===== config.mk =====
export PLATFORM = sky130hd
export DESIGN_NAME = dec_latched_demux
export DESIGN_NICKNAME = d
export VERILOG_FILES = /design/src/rtl/dec_pkg.sv /design/src/rtl/dec_addr_hold.sv /design/src/rtl/dec_onehot.sv /design/src/rtl/dec_polarity.sv /design/src/rtl/dec_latched_demux.sv
export SDC_FILE = /design/constraint.sdc
export NUM_CORES = 1
export LEC_CHECK = 0
export BUFFER_PORTS_ARGS = -buffer_cell sky130_fd_sc_hd__buf_2
export CORE_AREA = 5 5 42 44
export DETAILED_ROUTE_END_ITERATION = 10
export DIE_AREA = 0 0 47 49
export HOLD_SLACK_MARGIN = 0.05
export SYNTH_ARGS = -nofsm -noshare
export SYNTH_HDL_FRONTEND = slang
export SYNTH_SLANG_ARGS = --single-unit
export TNS_END_PERCENT = 5

===== constraint.sdc =====
create_clock -name clk_i -period 6.2 [get_ports clk_i]
set_input_delay 1.86 -clock clk_i [delete_from_list [all_inputs] [get_ports clk_i]]
set_output_delay 1.86 -clock clk_i [all_outputs]
set_load 0.01 [all_outputs]

===== src/rtl/dec_pkg.sv =====
package dec_pkg;
    typedef enum logic {
        POL_LOW  = 1'b0,
        POL_HIGH = 1'b1
    } pol_e;
endpackage


===== src/rtl/dec_addr_hold.sv =====
// Strobed address holder: transparent while strobe is high, otherwise
// presents the code captured on the last clock edge with strobe high.
module dec_addr_hold #(
    parameter int SEL_W = 4
) (
    input  logic             clk_i,
    input  logic             rst_i,
    input  logic             strobe_i,
    input  logic [SEL_W-1:0] sel_i,
    output logic [SEL_W-1:0] addr_o
);
    typedef struct packed {
        logic [SEL_W-1:0] addr;
    } hold_t;

    hold_t st_d, st_q;

    always_comb begin
        st_d = st_q;
        if (strobe_i) begin
            st_d.addr = sel_i;
        end
    end

    always_ff @(posedge clk_i) begin
        if (rst_i) begin
            st_q <= '0;
        end else begin
            st_q <= st_d;
        end
    end

    assign addr_o = strobe_i ? sel_i : st_q.addr;
endmodule


===== src/rtl/dec_onehot.sv =====
// Binary to one-hot decode, gated by the active-low enable.
module dec_onehot #(
    parameter int SEL_W = 4,
    parameter int OUT_N = 1 << SEL_W
) (
    input  logic [SEL_W-1:0] addr_i,
    input  logic             en_n_i,
    output logic [OUT_N-1:0] hot_o
);
    for (genvar g = 0; g < OUT_N; g++) begin : g_line
        assign hot_o[g] = !en_n_i && (addr_i == SEL_W'(g));
    end
endmodule


===== src/rtl/dec_polarity.sv =====
// Maps internal active-high lines to the configured output polarity.
module dec_polarity #(
    parameter int          OUT_N    = 16,
    parameter dec_pkg::pol_e POLARITY = dec_pkg::POL_HIGH
) (
    input  logic [OUT_N-1:0] hot_i,
    output logic [OUT_N-1:0] line_o
);
    if (POLARITY == dec_pkg::POL_HIGH) begin : g_high
        assign line_o = hot_i;
    end else begin : g_low
        assign line_o = ~hot_i;
    end
endmodule


===== src/rtl/dec_latched_demux.sv =====
module dec_latched_demux #(
    parameter int            SEL_W    = 4,
    parameter dec_pkg::pol_e POLARITY = dec_pkg::POL_HIGH,
    localparam int           OUT_N    = 1 << SEL_W
) (
    input  logic             clk_i,
    input  logic             rst_i,
    input  logic             strobe_i,
    input  logic [SEL_W-1:0] sel_i,
    input  logic             en_n_i,
    output logic [OUT_N-1:0] line_o
);
    logic [SEL_W-1:0] addr_w;
    logic [OUT_N-1:0] hot_w;

    dec_addr_hold #(.SEL_W(SEL_W)) u_hold (
        .clk_i    (clk_i),
        .rst_i    (rst_i),
        .strobe_i (strobe_i),
        .sel_i    (sel_i),
        .addr_o   (addr_w)
    );

    dec_onehot #(.SEL_W(SEL_W), .OUT_N(OUT_N)) u_dec (
        .addr_i (addr_w),
        .en_n_i (en_n_i),
        .hot_o  (hot_w)
    );

    dec_polarity #(.OUT_N(OUT_N), .POLARITY(POLARITY)) u_pol (
        .hot_i  (hot_w),
        .line_o (line_o)
    );
endmodule


# Word-level counts from Yosys, hierarchy flattened

Index checks and enable logic that the tools add are counted.

Multiplexer cells: 1
Eq/ne operators: 15
Reduce and logical (&&, ||, !) cells: 18

Operators by type and width:

| kind                                                                  | count |
|---|---|
| 4-bit equality test, second input constant                            | 8 |
| 4-bit by 3-bit equality test with 1-bit output, second input constant | 4 |
| 1-bit logical AND                                                     | 16 |
| 4-bit by 2-bit equality test with 1-bit output, second input constant | 2 |
| 4-bit by 1-bit equality test with 1-bit output, second input constant | 1 |
| 4-bit zero test                                                       | 1 |
| 4-bit 2-to-1 mux                                                      | 1 |
| 1-bit zero test                                                       | 1 |

Bits of input ports: 8
Bits in registers: 4

# Depth between registers and ports, before layout

Depth after elaboration: 3
Gate-level depth with buffers: 3
Mapped depth without buffers: 2

# By module

From an unflattened synthesis, not the netlist that was laid out.

Cell total of the unflattened synthesis: 51
Area, all modules: 382.9 µm²

By module, submodules not included:

| module        | cells each | sequential area each (µm²) | area each (µm²) | instances |
|---|---|---|---|---|
| dec_addr_hold | 12         | 80.1                       | 150.1           | 1 |
| dec_polarity  | 16         | 0.0                        | 120.1           | 1 |
| dec_onehot    | 23         | 0.0                        | 112.6           | 1 |

# Worst setup path before layout

No wires, ideal clock.

Path type: input port to output port
From: input strobe_i
To: output line_o[10]
Path slack: 1.587 ns
Stages on the path: 3
Path buffers: 1
Arrival time: 2.753 ns
Cell sequence: buf_6 -> or4b_4 -> a22oi_1

Cells in the longest elaborated chain, start to end: 3

RTL lines:

| what                | RTL line                | source |
|---|---|---|
| start, declared     | dec_latched_demux.sv:8  | `input logic strobe_i,` |
| 4-bit 2-to-1 mux    | dec_addr_hold.sv:33     | `assign addr_o = strobe_i ? sel_i : st_q.addr;` |
| 4-bit equality test | dec_onehot.sv:11        | `assign hot_o[g] = !en_n_i && (addr_i == SEL_W'(g));` |
| 1-bit logical AND   | dec_onehot.sv:11        |  |
| end, declared       | dec_latched_demux.sv:11 | `output logic [OUT_N-1:0] line_o` |

Every way passes these cells.

# Worst setup path in the final report

From: input strobe_i
To: output line_o[0]

Cells in the longest elaborated chain, start to end: 3

RTL lines:

| what              | RTL line |
|---|---|
| 4-bit 2-to-1 mux  | dec_addr_hold.sv:33 |
| 4-bit zero test   | dec_onehot.sv:11 |
| 1-bit logical AND | dec_onehot.sv:11 |

Every way passes these cells.

==> flow_summary.html <==
<table>
<tr><th>Metric</th><th>Value</th></tr>
<tr><th colspan="2">Logic synthesis</th></tr>
<tr><td>Fraction of the mapped netlist area in simple logic gates</td><td>38.53%</td></tr>
<tr><td>Synthesized instance count</td><td>46</td></tr>
<tr><td>Fraction of post-synthesis cell area in the top cell type by area</td><td>22.10%</td></tr>
<tr><td>Cell accounting for the most synthesized area</td><td>sky130_fd_sc_hd__a22oi_1</td></tr>
<tr><td>Area of the mapped netlist</td><td>441.7 um2</td></tr>
<tr><td>Synthesized Nets</td><td>54</td></tr>
<tr><td>Per-instance average area after synthesis</td><td>9.602 um2</td></tr>
<tr><td>Post-Synth XOR/XNOR Area</td><td>0%</td></tr>
<tr><td>Sequential element share of the synthesized area</td><td>18.13%</td></tr>
<tr><td>Top cells by area in the synthesized netlist</td><td>sky130_fd_sc_hd__a22oi_1 (22%), sky130_fd_sc_hd__dfxtp_1 (18%), sky130_fd_sc_hd__or4b_4 (9.3%)</td></tr>
<tr><td>Yosys warning total</td><td>0</td></tr>
<tr><td>Fraction of synthesized area in multiplexers</td><td>9.065%</td></tr>
<tr><td>Adder and majority cell fraction of the synthesized area</td><td>0%</td></tr>
<tr><td>Share of the synthesized area in compound gates (AO/OA/AOI/OAI)</td><td>30.59%</td></tr>
<tr><td>Combinational family with the most area after synthesis</td><td>simple AND/OR/NAND/NOR gates</td></tr>
<tr><td>Number of distinct library cells after synthesis</td><td>15</td></tr>
<tr><td>Flip-flop and latch count after synthesis</td><td>4</td></tr>
<tr><th colspan="2">Timing</th></tr>
<tr><td>Final count of hold timing violations</td><td>0</td></tr>
<tr><td>Worst slack on hold paths</td><td>0.5521 ns</td></tr>
<tr><td>Final setup violation count</td><td>0</td></tr>
<tr><td>Part of the cycle the worst path needs</td><td>78.54%</td></tr>
<tr><td>Worst Max-Slew Pin Slew</td><td>0.3098 ns</td></tr>
<tr><td>Crit path time final</td><td>4.869 ns</td></tr>
<tr><td>Maximum frequency from static timing analysis</td><td>205.4 MHz</td></tr>
<tr><td>Fin Clk Skew</td><td>0 ns</td></tr>
<tr><td>Worst-case setup margin in the final layout</td><td>1.331 ns</td></tr>
<tr><td>RSZ-0062 raised after global routing</td><td>no</td></tr>
<tr><td>Final Max Tran Viols</td><td>0</td></tr>
<tr><td>Sum of negative setup slack</td><td>0 ns</td></tr>
<tr><td>Rel. slew slack</td><td>79.34%</td></tr>
<tr><th colspan="2">Setup path</th></tr>
<tr><td>Required time of the worst setup path</td><td>4.34 ns</td></tr>
<tr><td>Crit Path Class</td><td>primary input to output pin</td></tr>
<tr><td>CP Launch Point</td><td>strobe_i</td></tr>
<tr><td>Number of cells traversed by the worst register-to-register path</td><td>2</td></tr>
<tr><td>Reg-to-reg endpoint</td><td>u_hold.st_q[2]</td></tr>
<tr><td>Crit start category</td><td>primary input</td></tr>
<tr><td>Element type at the critical path end</td><td>output pin</td></tr>
<tr><td>Critical path data arrival time</td><td>3.01 ns</td></tr>
<tr><td>Origin of the critical flop-to-flop path</td><td>u_hold.st_q[2]</td></tr>
<tr><td>Largest fanout on the critical path</td><td>20</td></tr>
<tr><td>Worst setup slack for register-to-register paths</td><td>5.57 ns</td></tr>
<tr><th colspan="2">Cells and area</th></tr>
<tr><td>Register with the most flip-flops</td><td>u_hold.st_q</td></tr>
<tr><td>Number of flip-flops under the largest register name</td><td>4</td></tr>
<tr><td>Most common library cell in the layout ignoring fill and taps</td><td>sky130_fd_sc_hd__buf_2</td></tr>
<tr><td>Fin cells</td><td>86</td></tr>
<tr><td>Antenna cell count</td><td>0</td></tr>
<tr><td>Largest registers</td><td>u_hold.st_q: 4 flops</td></tr>
<tr><td>Utilization after layout</td><td>41.61%</td></tr>
<tr><td>Synthesis-to-finish area growth</td><td>32.01%</td></tr>
<tr><td>Nets</td><td>80</td></tr>
<tr><td>Share of final-layout standard cells stronger than drive strength 1</td><td>47.14%</td></tr>
<tr><td>Final Instance Area</td><td>583.1 um2</td></tr>
<tr><td>Most frequent cells in the layout</td><td>sky130_fd_sc_hd__buf_2 (23), sky130_fd_sc_hd__a22oi_1 (13), sky130_fd_sc_hd__mux2i_1 (4), sky130_fd_sc_hd__nor2_1 (4), sky130_fd_sc_hd__dfxtp_1 (4)</td></tr>
<tr><th colspan="2">Clock tree</th></tr>
<tr><td>Number of buffers created by CTS</td><td>3</td></tr>
<tr><td>Clock Tree Root</td><td>sky130_fd_sc_hd__clkbuf_4</td></tr>
<tr><td>H-tree lvl count</td><td>1</td></tr>
<tr><td>Clock transition time at the flip-flop clock pins of the worst setup and hold paths</td><td>0.04 ns</td></tr>
<tr><td>Count of buffers added by post-CTS timing repair for setup</td><td>0</td></tr>
<tr><td>Source-to-sink clock delay at the later pin of the worst-skew pair</td><td>0.23 ns</td></tr>
<tr><td>Clock Sinks</td><td>4</td></tr>
<tr><td>Buffer depth of the longest clock path</td><td>2</td></tr>
<tr><td>TritonCTS clock tree</td><td>done</td></tr>
<tr><td>CTS-repair resized insts</td><td>0</td></tr>
<tr><td>Number of hold buffers added after cts</td><td>0</td></tr>
<tr><th colspan="2">GRT</th></tr>
<tr><td>GRT Resource Usage Total</td><td>11.40%</td></tr>
<tr><td>Maximum number of pins on one net before global-route repair</td><td>21</td></tr>
<tr><td>Wire length of the first global-routing pass</td><td>1.932 mm</td></tr>
<tr><td>Vias in the first global route</td><td>438</td></tr>
<tr><td>Aggregate global routing overflow</td><td>0</td></tr>
<tr><td>Antenna violations before repair</td><td>0</td></tr>
<tr><th colspan="2">Power</th></tr>
<tr><td>P per Cell Area</td><td>140.5 mW/mm2</td></tr>
<tr><td>Total power of the final layout</td><td>0.08193 mW</td></tr>
<tr><td>Leakage dissipation</td><td>0.2632 nW</td></tr>
<tr><td>Maximum vdd ir drop</td><td>99.97 uV</td></tr>
<tr><th colspan="2">Die</th></tr>
<tr><td>Area of the die</td><td>0.002303 mm2</td></tr>
<tr><td>Initial core utilization</td><td>31.52%</td></tr>
<tr><td>Die Y-Extent</td><td>49 um</td></tr>
<tr><td>Die boundary width</td><td>47 um</td></tr>
<tr><td>Core Region</td><td>0.001401 mm2</td></tr>
<tr><td>Top-level port count</td><td>24</td></tr>
<tr><td>Std-Cell Rows</td><td>14</td></tr>
<tr><th colspan="2">Hold path</th></tr>
<tr><td>Min-delay src</td><td>u_hold.st_q[0]</td></tr>
<tr><td>Type of the worst min-delay path</td><td>register to register</td></tr>
<tr><td>Min-Delay Endpoint</td><td>u_hold.st_q[0]</td></tr>
<tr><td>Instance count along the most critical hold path</td><td>2</td></tr>
<tr><th colspan="2">Job</th></tr>
<tr><td>Number of maximum-capacitance violations</td><td>0</td></tr>
<tr><th colspan="2">Detailed routing</th></tr>
<tr><td>Via total after detailed routing</td><td>473</td></tr>
<tr><td>Detail-routed via count per cell</td><td>5.500</td></tr>
<tr><td>Initial DRC Count</td><td>10</td></tr>
<tr><td>DR WL/cell</td><td>13.81 um</td></tr>
<tr><td>First-pass iteration count of the detailed router</td><td>4</td></tr>
<tr><td>Count of unresolved DRC violations after routing</td><td>0</td></tr>
<tr><td>DRT Wirelength</td><td>1.188 mm</td></tr>
<tr><td>Antenna viol nets, final</td><td>0</td></tr>
<tr><th colspan="2">Placement</th></tr>
<tr><td>Weighted congestion reported at the end of routability-driven placement</td><td>0.8079</td></tr>
<tr><td>Number of input and output port buffers inserted</td><td>23</td></tr>
<tr><td>DPL Wire Length</td><td>972.1 um</td></tr>
<tr><td>Post-placement cell count</td><td>83</td></tr>
<tr><td>Placement-stage worst setup slack</td><td>1.322 ns</td></tr>
<tr><td>Placed standard-cell area</td><td>560.5 um2</td></tr>
<tr><th colspan="2">Run status</th></tr>
<tr><td>Status</td><td>finished clean</td></tr>
</table>
==> cell type report <==
type / instances / area [um2]
clock buffer: 3 / 22.52
sequential: 4 / 80.08
multi-input combinational: 40 / 345.3
timing repair buffer: 23 / 115.1
fill: 152 / 818.3
tap: 16 / 20.02
==> cells by family after synthesis <==
logic type	after synthesis
simple gates	20
buf+inv	2
flops	4
mux	4
compound gates	16
==> critical path, cell delays in order <==
cell and delay, ns:
sky130_fd_sc_hd__buf_2 0.28, sky130_fd_sc_hd__or4b_4 0.55, sky130_fd_sc_hd__a22oi_2 0.17, sky130_fd_sc_hd__buf_2 0.15
==> layer usage <==
metal  vias to the layer above  GRT usage, %  wire [um]
met5                         -             0          0
met4                         0         8.295         29
met3                         4         3.690        141
met2                        21         15.16        513
met1                       201         14.69        504
li1                        247             -          -
==> cells in the mapped netlist, drive strengths merged <==
library cell	instances
nand3	1
a22oi	16
nand4bb	3
nand4b	1
mux2i	4
or3	1
or4b	3
or3b	3
nor2	4
buf	2
or4	1
dfxtp	4
nand3b	3
==> worst max-delay path by stage <==
stage / endpoint / slack, ns / cells after the start
2_1_floorplan: line_o[10] / 1.59 / 3
3_3_place_gp: line_o[0] / 1.34 / 4
3_5_place_dp: line_o[0] / 1.32 / 4
4_1_cts: line_o[0] / 1.32 / 4
5_1_grt: line_o[3] / 1.26 / 4
6_report: line_o[0] / 1.33 / 4
==> power by group <==
part           internal [mW]  leakage, nW  switching, mW
Combinational        0.00946        0.216         0.0117
Sequential            0.0275       0.0330        0.00155
Clock                 0.0216       0.0138         0.0102
Total                 0.0585        0.263         0.0234
No activity file was read; power rests on OpenSTA's default activity.
